<file path="src/rtl/rcg_pkg.sv">
package rcg_pkg;
  localparam int RCG_DIV_W = 12;  // divisor-minus-one field width
  localparam int RCG_PRE_W = 4;   // prescaler stages, divides by 2**RCG_PRE_W
  localparam int RCG_REQ_W = 16;  // raw request width

  // Round an unsigned value up to the next even number.
  function automatic logic [31:0] rcg_make_even(input logic [31:0] d);
    return d + {31'b0, d[0]};
  endfunction
endpackage

</file>
<file path="src/rtl/rcg_tick_div.sv">
module rcg_tick_div #(
  parameter int RATIO = 2
) (
  input  logic clk,
  input  logic rst_n,
  output logic ce
);
  localparam int CW = (RATIO > 2) ? $clog2(RATIO) : 1;

  logic [CW-1:0] phase;

  always_ff @(posedge clk or negedge rst_n) begin
    if (!rst_n)                     phase <= '0;
    else if (phase == CW'(RATIO-1)) phase <= '0;
    else                            phase <= phase + CW'(1);
  end

  assign ce = (phase == CW'(RATIO-1));

  AST_CE_SPACED: assert property (@(posedge clk) disable iff (!rst_n)
    ce |=> !ce);
endmodule

</file>
<file path="src/rtl/rcg_encoder.sv">
module rcg_encoder import rcg_pkg::*; #(
  parameter int DIV_W = RCG_DIV_W,
  parameter int PRE_W = RCG_PRE_W,
  parameter int REQ_W = RCG_REQ_W
) (
  input  logic [REQ_W-1:0] req_div,
  output logic [DIV_W+1:0] word,
  output logic             is_zero
);
  localparam logic [31:0] LIMIT = 32'(1) << DIV_W;  // field maximum plus one

  logic [31:0]    d_raw;
  logic           use_pre;
  logic [31:0]    d_sel;
  logic [DIV_W:0] d_fit;
  logic [DIV_W-1:0] field;

  always_comb begin
    d_raw   = 32'(req_div);
    is_zero = (req_div == '0);
    use_pre = (d_raw > LIMIT);
    d_sel   = use_pre ? (d_raw >> PRE_W) : rcg_make_even(d_raw);
    d_fit   = (d_sel > LIMIT) ? LIMIT[DIV_W:0] : d_sel[DIV_W:0];
    field   = DIV_W'(d_fit - (DIV_W+1)'(1));
    word    = {1'b1, use_pre, field};
    if (!is_zero && !use_pre) begin
      AST_EVEN_DIV: assert (field[0]);
    end
  end
endmodule

</file>
<file path="src/rtl/rcg_core.sv">
module rcg_core import rcg_pkg::*; #(
  parameter int DIV_W = RCG_DIV_W,
  parameter int PRE_W = RCG_PRE_W
) (
  input  logic             clk,
  input  logic             rst_n,
  input  logic             ce,
  input  logic [DIV_W+1:0] word_in,
  output logic             brg_out,
  output logic             brg_tick
);
  logic             act_en;
  logic             act_pre;
  logic [DIV_W-1:0] act_field;
  logic [PRE_W-1:0] pre_cnt;
  logic [DIV_W-1:0] cnt;
  logic             stage;   // main counter step
  logic             term;    // terminal count event

  assign stage = ce && (!act_pre || (&pre_cnt));
  assign term  = act_en && stage && (cnt == act_field);

  always_ff @(posedge clk or negedge rst_n) begin
    if (!rst_n) begin
      act_en    <= 1'b0;
      act_pre   <= 1'b0;
      act_field <= '0;
      pre_cnt   <= '0;
      cnt       <= '0;
    end else if (!act_en) begin
      {act_en, act_pre, act_field} <= word_in;
      pre_cnt <= '0;
      cnt     <= '0;
    end else if (ce) begin
      if (act_pre) pre_cnt <= pre_cnt + PRE_W'(1);
      if (term) begin
        {act_en, act_pre, act_field} <= word_in;
        pre_cnt <= '0;
        cnt     <= '0;
      end else if (stage) begin
        cnt <= cnt + DIV_W'(1);
      end
    end
  end

  assign brg_tick = term;
  assign brg_out  = act_en &&
                    (({1'b0, cnt} << 1) < ({1'b0, act_field} + (DIV_W+1)'(1)));

  AST_IDLE_LOW: assert property (@(posedge clk) disable iff (!rst_n)
    !act_en |-> (!brg_out && !brg_tick));
  AST_CNT_BOUND: assert property (@(posedge clk) disable iff (!rst_n)
    act_en |-> (cnt <= act_field));
  AST_HOLD_ACTIVE: assert property (@(posedge clk) disable iff (!rst_n)
    $past(act_en && !term) |-> ($stable(act_field) && $stable(act_pre)));
  AST_TICK_SINGLE: assert property (@(posedge clk) disable iff (!rst_n)
    brg_tick |=> !brg_tick);
endmodule

</file>
<file path="src/rtl/rate_clock_gen.sv">
module rate_clock_gen import rcg_pkg::*; #(
  parameter int DIV_W      = RCG_DIV_W,
  parameter int PRE_W      = RCG_PRE_W,
  parameter int REQ_W      = RCG_REQ_W,
  parameter int TICK_RATIO = 2
) (
  input  logic             clk,
  input  logic             rst_n,
  input  logic             wr_en,
  input  logic [DIV_W+1:0] wr_data,
  input  logic             req_valid,
  input  logic [REQ_W-1:0] req_div,
  output logic             req_err,
  output logic [DIV_W+1:0] ctl_word,
  output logic             brg_out,
  output logic             brg_tick
);
  logic             ce;
  logic [DIV_W+1:0] enc_word;
  logic             enc_zero;
  logic [DIV_W+1:0] ctl_q;
  logic             err_q;

  rcg_tick_div #(.RATIO(TICK_RATIO)) u_tick (
    .clk(clk), .rst_n(rst_n), .ce(ce)
  );

  rcg_encoder #(.DIV_W(DIV_W), .PRE_W(PRE_W), .REQ_W(REQ_W)) u_enc (
    .req_div(req_div), .word(enc_word), .is_zero(enc_zero)
  );

  always_ff @(posedge clk or negedge rst_n) begin
    if (!rst_n) begin
      ctl_q <= '0;
      err_q <= 1'b0;
    end else begin
      if (wr_en)                       ctl_q <= wr_data;
      else if (req_valid && !enc_zero) ctl_q <= enc_word;
      err_q <= req_valid && enc_zero;
    end
  end

  rcg_core #(.DIV_W(DIV_W), .PRE_W(PRE_W)) u_core (
    .clk(clk), .rst_n(rst_n), .ce(ce), .word_in(ctl_q),
    .brg_out(brg_out), .brg_tick(brg_tick)
  );

  assign ctl_word = ctl_q;
  assign req_err  = err_q;

  AST_HOST_WINS: assert property (@(posedge clk) disable iff (!rst_n)
    $past(wr_en) |-> (ctl_word == $past(wr_data)));
  AST_ERR_KEEPS_WORD: assert property (@(posedge clk) disable iff (!rst_n)
    $past(req_valid && (req_div == '0) && !wr_en) |-> (ctl_word == $past(ctl_word)));
  AST_ERR_CAUSE: assert property (@(posedge clk) disable iff (!rst_n)
    req_err |-> $past(req_valid));
endmodule

</file>
<file path="config.mk">
export PLATFORM = sky130hd
export DESIGN_NAME = rate_clock_gen
export DESIGN_NICKNAME = d
export VERILOG_FILES = /design/src/rtl/rcg_pkg.sv /design/src/rtl/rcg_tick_div.sv /design/src/rtl/rcg_encoder.sv /design/src/rtl/rcg_core.sv /design/src/rtl/rate_clock_gen.sv
export SDC_FILE = /design/constraint.sdc
export NUM_CORES = 1
export LEC_CHECK = 0
export BUFFER_PORTS_ARGS = -buffer_cell sky130_fd_sc_hd__clkbuf_2
export CORE_MARGIN = 3
export CORE_UTILIZATION = 52
export CTS_CLUSTER_SIZE = 10
export DETAILED_ROUTE_END_ITERATION = 12
export GPL_TIMING_DRIVEN = 0
export PLACE_DENSITY = 0.75
export SYNTH_ARGS = -nofsm -noshare
export SYNTH_HDL_FRONTEND = slang
export SYNTH_SLANG_ARGS = --single-unit
</file>
<file path="constraint.sdc">
create_clock -name clk -period 2.65 [get_ports clk]
set_input_delay 0.53 -clock clk [delete_from_list [all_inputs] [get_ports clk]]
set_output_delay 0.53 -clock clk [all_outputs]
set_load 0.01 [all_outputs]
</file>
==> impl_metrics.py <==
metrics = {
    "outcome": {
        "status": "finished with violations",
        "violations": "setup timing",
    },
    "placement": {
        "dpl.hpwl_um": 6252,
        "gp_congestion": 0.8696,
        "io_buffer_count": 45,
        "place_inst": 511,
    },
    "yosys": {
        "synth.top_cell.area_share_pct": 33.20,
        "synth_area_sq_um": 3467,
        "async_flop_share_pct": 100.0,
        "syn_nets": 441,
        "ys_ff_latch": 46,
        "synth_flop_cell": "dfrtp_1",
        "ys_warn_count": 0,
        "synthCells": 389,
        "yosys.area.top_type": "dfrtp_1",
        "synth_cell_types": 59,
        "synth-edff-count": 0,
        "ys_top_cells_by_area": "dfrtp_1, xnor2_1, xor2_1",
        "syn_avg_cell_area_sq_um": 8.913,
        "yosysSeqAreaShare_pct": 33.20,
    },
    "sta": {
        "fin_crit_sh_pct": 116.7,
        "final_hold_viol_count": 0,
        "max_slew.worst_pin.slew_ps": 1122,
        "rsz0062_at_grt": "yes",
        "tns_ps": -441.8,
        "skew_ps": 9.133,
        "fin_ws_ps": -441.8,
        "final_max_slew_viol_count": 0,
        "clock.fmax_ghz": 0.3234,
        "finalCriticalPeriod_ps": 3092,
        "relSlewSlack_pct": 25.23,
        "setup_viol": 1,
    },
    "routing": {
        "firstDrtPassIters": 4,
        "wire_per_inst_um": 16.30,
        "drc_errors": 0,
        "antenna_left": 0,
        "drt_iter0_drc": 132,
        "viasPerCell": 5.808,
        "drt-total-wl_um": 8672,
        "vias": 3090,
    },
    "clock_tree": {
        "cts_sinks": 46,
        "cts_buffers": 5,
        "cts_hold_buf": 0,
        "clock_latency_ps": 300,
        "cts_root_buffer": "clkbuf_8",
        "h-tree-depth": 2,
        "cts_tree": "built",
        "clock_path_buffers": 2,
        "clk_pin_slew_ps": 90,
    },
    "setup_path": {
        "crit_type": "flip-flop to primary output",
        "startpoint_type": "flip-flop",
        "cp_max_fo": 3,
        "required_ps": 2120,
        "endpoint_kind": "primary output",
        "cp_data_arrival_time_ps": 2560,
    },
    "power_and_ir_drop": {
        "peakVddDrop_v": 0.0002705,
        "cellPowerDensity_nw_per_um2": 602.0,
        "p_leak_nw": 1.888,
        "fin_total_pwr_mw": 2.556,
    },
    "global_routing": {
        "grt_remaining_overflow": 0,
        "grt_pass1_vias": 3045,
        "antenna_found_initial": 0,
        "track_usage_pct": 22.44,
        "grt_pass1_wl_um": 13750,
        "grt_max_degree": 47,
    },
    "layout": {
        "seq_area_sq_um": 1155,
        "final_common_cell": "clkbuf_2",
        "fin_cells": 532,
        "antenna_cells": 0,
        "nFillCells": 528,
        "final_cell_mix": "clkbuf_2, dfrtp_1, nand2_1",
        "multiInputGateArea_sq_um": 2396,
        "area_delta_synth_final_pct": 22.48,
        "drive_above_1_share_pct": 28.79,
        "layout.nets": 506,
    },
    "floorplan": {
        "coreArea_sq_um": 6422,
        "pin_count": 51,
        "placementRows": 29,
        "start_util_pct": 53.98,
        "die-area_sq_um": 7683,
        "fp.dieW_um": 87.66,
        "die_h_um": 87.66,
    },
    "job": {
        "maxCapViolations": 0,
    },
    "worst_hold_path": {
        "min_path_type": "input pin to asynchronous set/reset pin",
    },
}
-- cell families after synthesis --
group | count (synthesis) | synth area share, %
AO/OA/AOI/OAI | 83 | 16.35
AND/OR/NAND/NOR | 138 | 20.61
adder cells (fa/ha/maj) | 18 | 6.496
buffers and inverters | 32 | 4.042
flip-flops | 46 | 33.20
multiplexers | 18 | 5.666
XOR/XNOR | 54 | 13.64
-- power by group --
part           internal (mW)  switching [mW]
combinational          0.497           0.496
clock                  0.282           0.241
sequential             0.854           0.188
-- timing repair --
action,CTS,global route
setup buffers,8,7
endpoints found under the setup margin,6,16
pin swaps,13,16
gates resized for setup,14,35
-- registers in the layout, summed over array words and instances (netlist names) --
name / flops
u_core.act_pre: 1
u_core.act_en: 1
req_err: 1
u_core.cnt: 12
u_core.act_field: 12
u_core.pre_cnt: 4
u_tick.ce: 1
ctl_word: 14
-- worst max-delay path: stages (launching register included) --
cell      delay (ps)
dfrtp_2          380
nand3_2          110
nor2_4           120
nand4_1          160
inv_1            110
nand3_1          100
xor2_1           160
ha_1             280
and3_4           180
a2111o_1         370
a31oi_2          150
buf_2            150
-- per-layer routing --
metal	share of wire (%)	GRT usage (%)
met1	41	26.00
met2	52	41.64
met3	3.7	3.387
met4	2.4	7.950
met5	0	0
-- through the flow --
stage	instance area, sq um	setup slack, ps	hold WS, ps	utilization (%)
6_report	4247	-441.8	432.2	66.12
5_1_grt	4247	-578.9	440.5	66.12
4_1_cts	4069	-468.9	442.6	63.35
3_5_place_dp	3829	-580.9	433.1	59.61
3_3_place_gp	3829	-533.5	415.0	59.61
2_1_floorplan	3507	-106.4	234.4	-
-- cells in the mapped netlist, drive strengths merged, types with 7 or more instances --
master  count
o21ai      28
nor3        7
dfrtp      46
ha         18
xnor2      28
and3       13
nand2      41
xor2       26
buf         8
nand3      18
nor2       28
clkbuf     11
a21oi      19
inv        13
mux2       13
-- cell type report --
type | instances | share of cell area (%)
Multi-Input combinational cell | 311 | 56.42
Tap cell | 77 | 2.269
Timing Repair Buffer | 60 | 8.073
Clock buffer | 6 | 1.709
Clock inverter | 2 | 0.8839
Sequential cell | 46 | 27.20
Inverter | 13 | 1.208
Buffer | 17 | 2.239
-- final timing paths --
kind / startpoint / endpoint / slack, ps / cells past startpoint
setup reg to reg: u_core.act_field[3] / u_core.act_field[4] / 260 / 9
hold / removal: rst_n / u_core.pre_cnt[3] / 430 / 1
setup / recovery: u_core.act_field[2] / brg_out / -440 / 11
max in group asynchronous: rst_n / u_core.act_field[3] / 1460 / 1
min in group clk: u_tick.ce / u_tick.ce / 440 / 1
hold reg to reg: u_tick.ce / u_tick.ce / 440 / 1
Power figures use the tool's default switching activity.
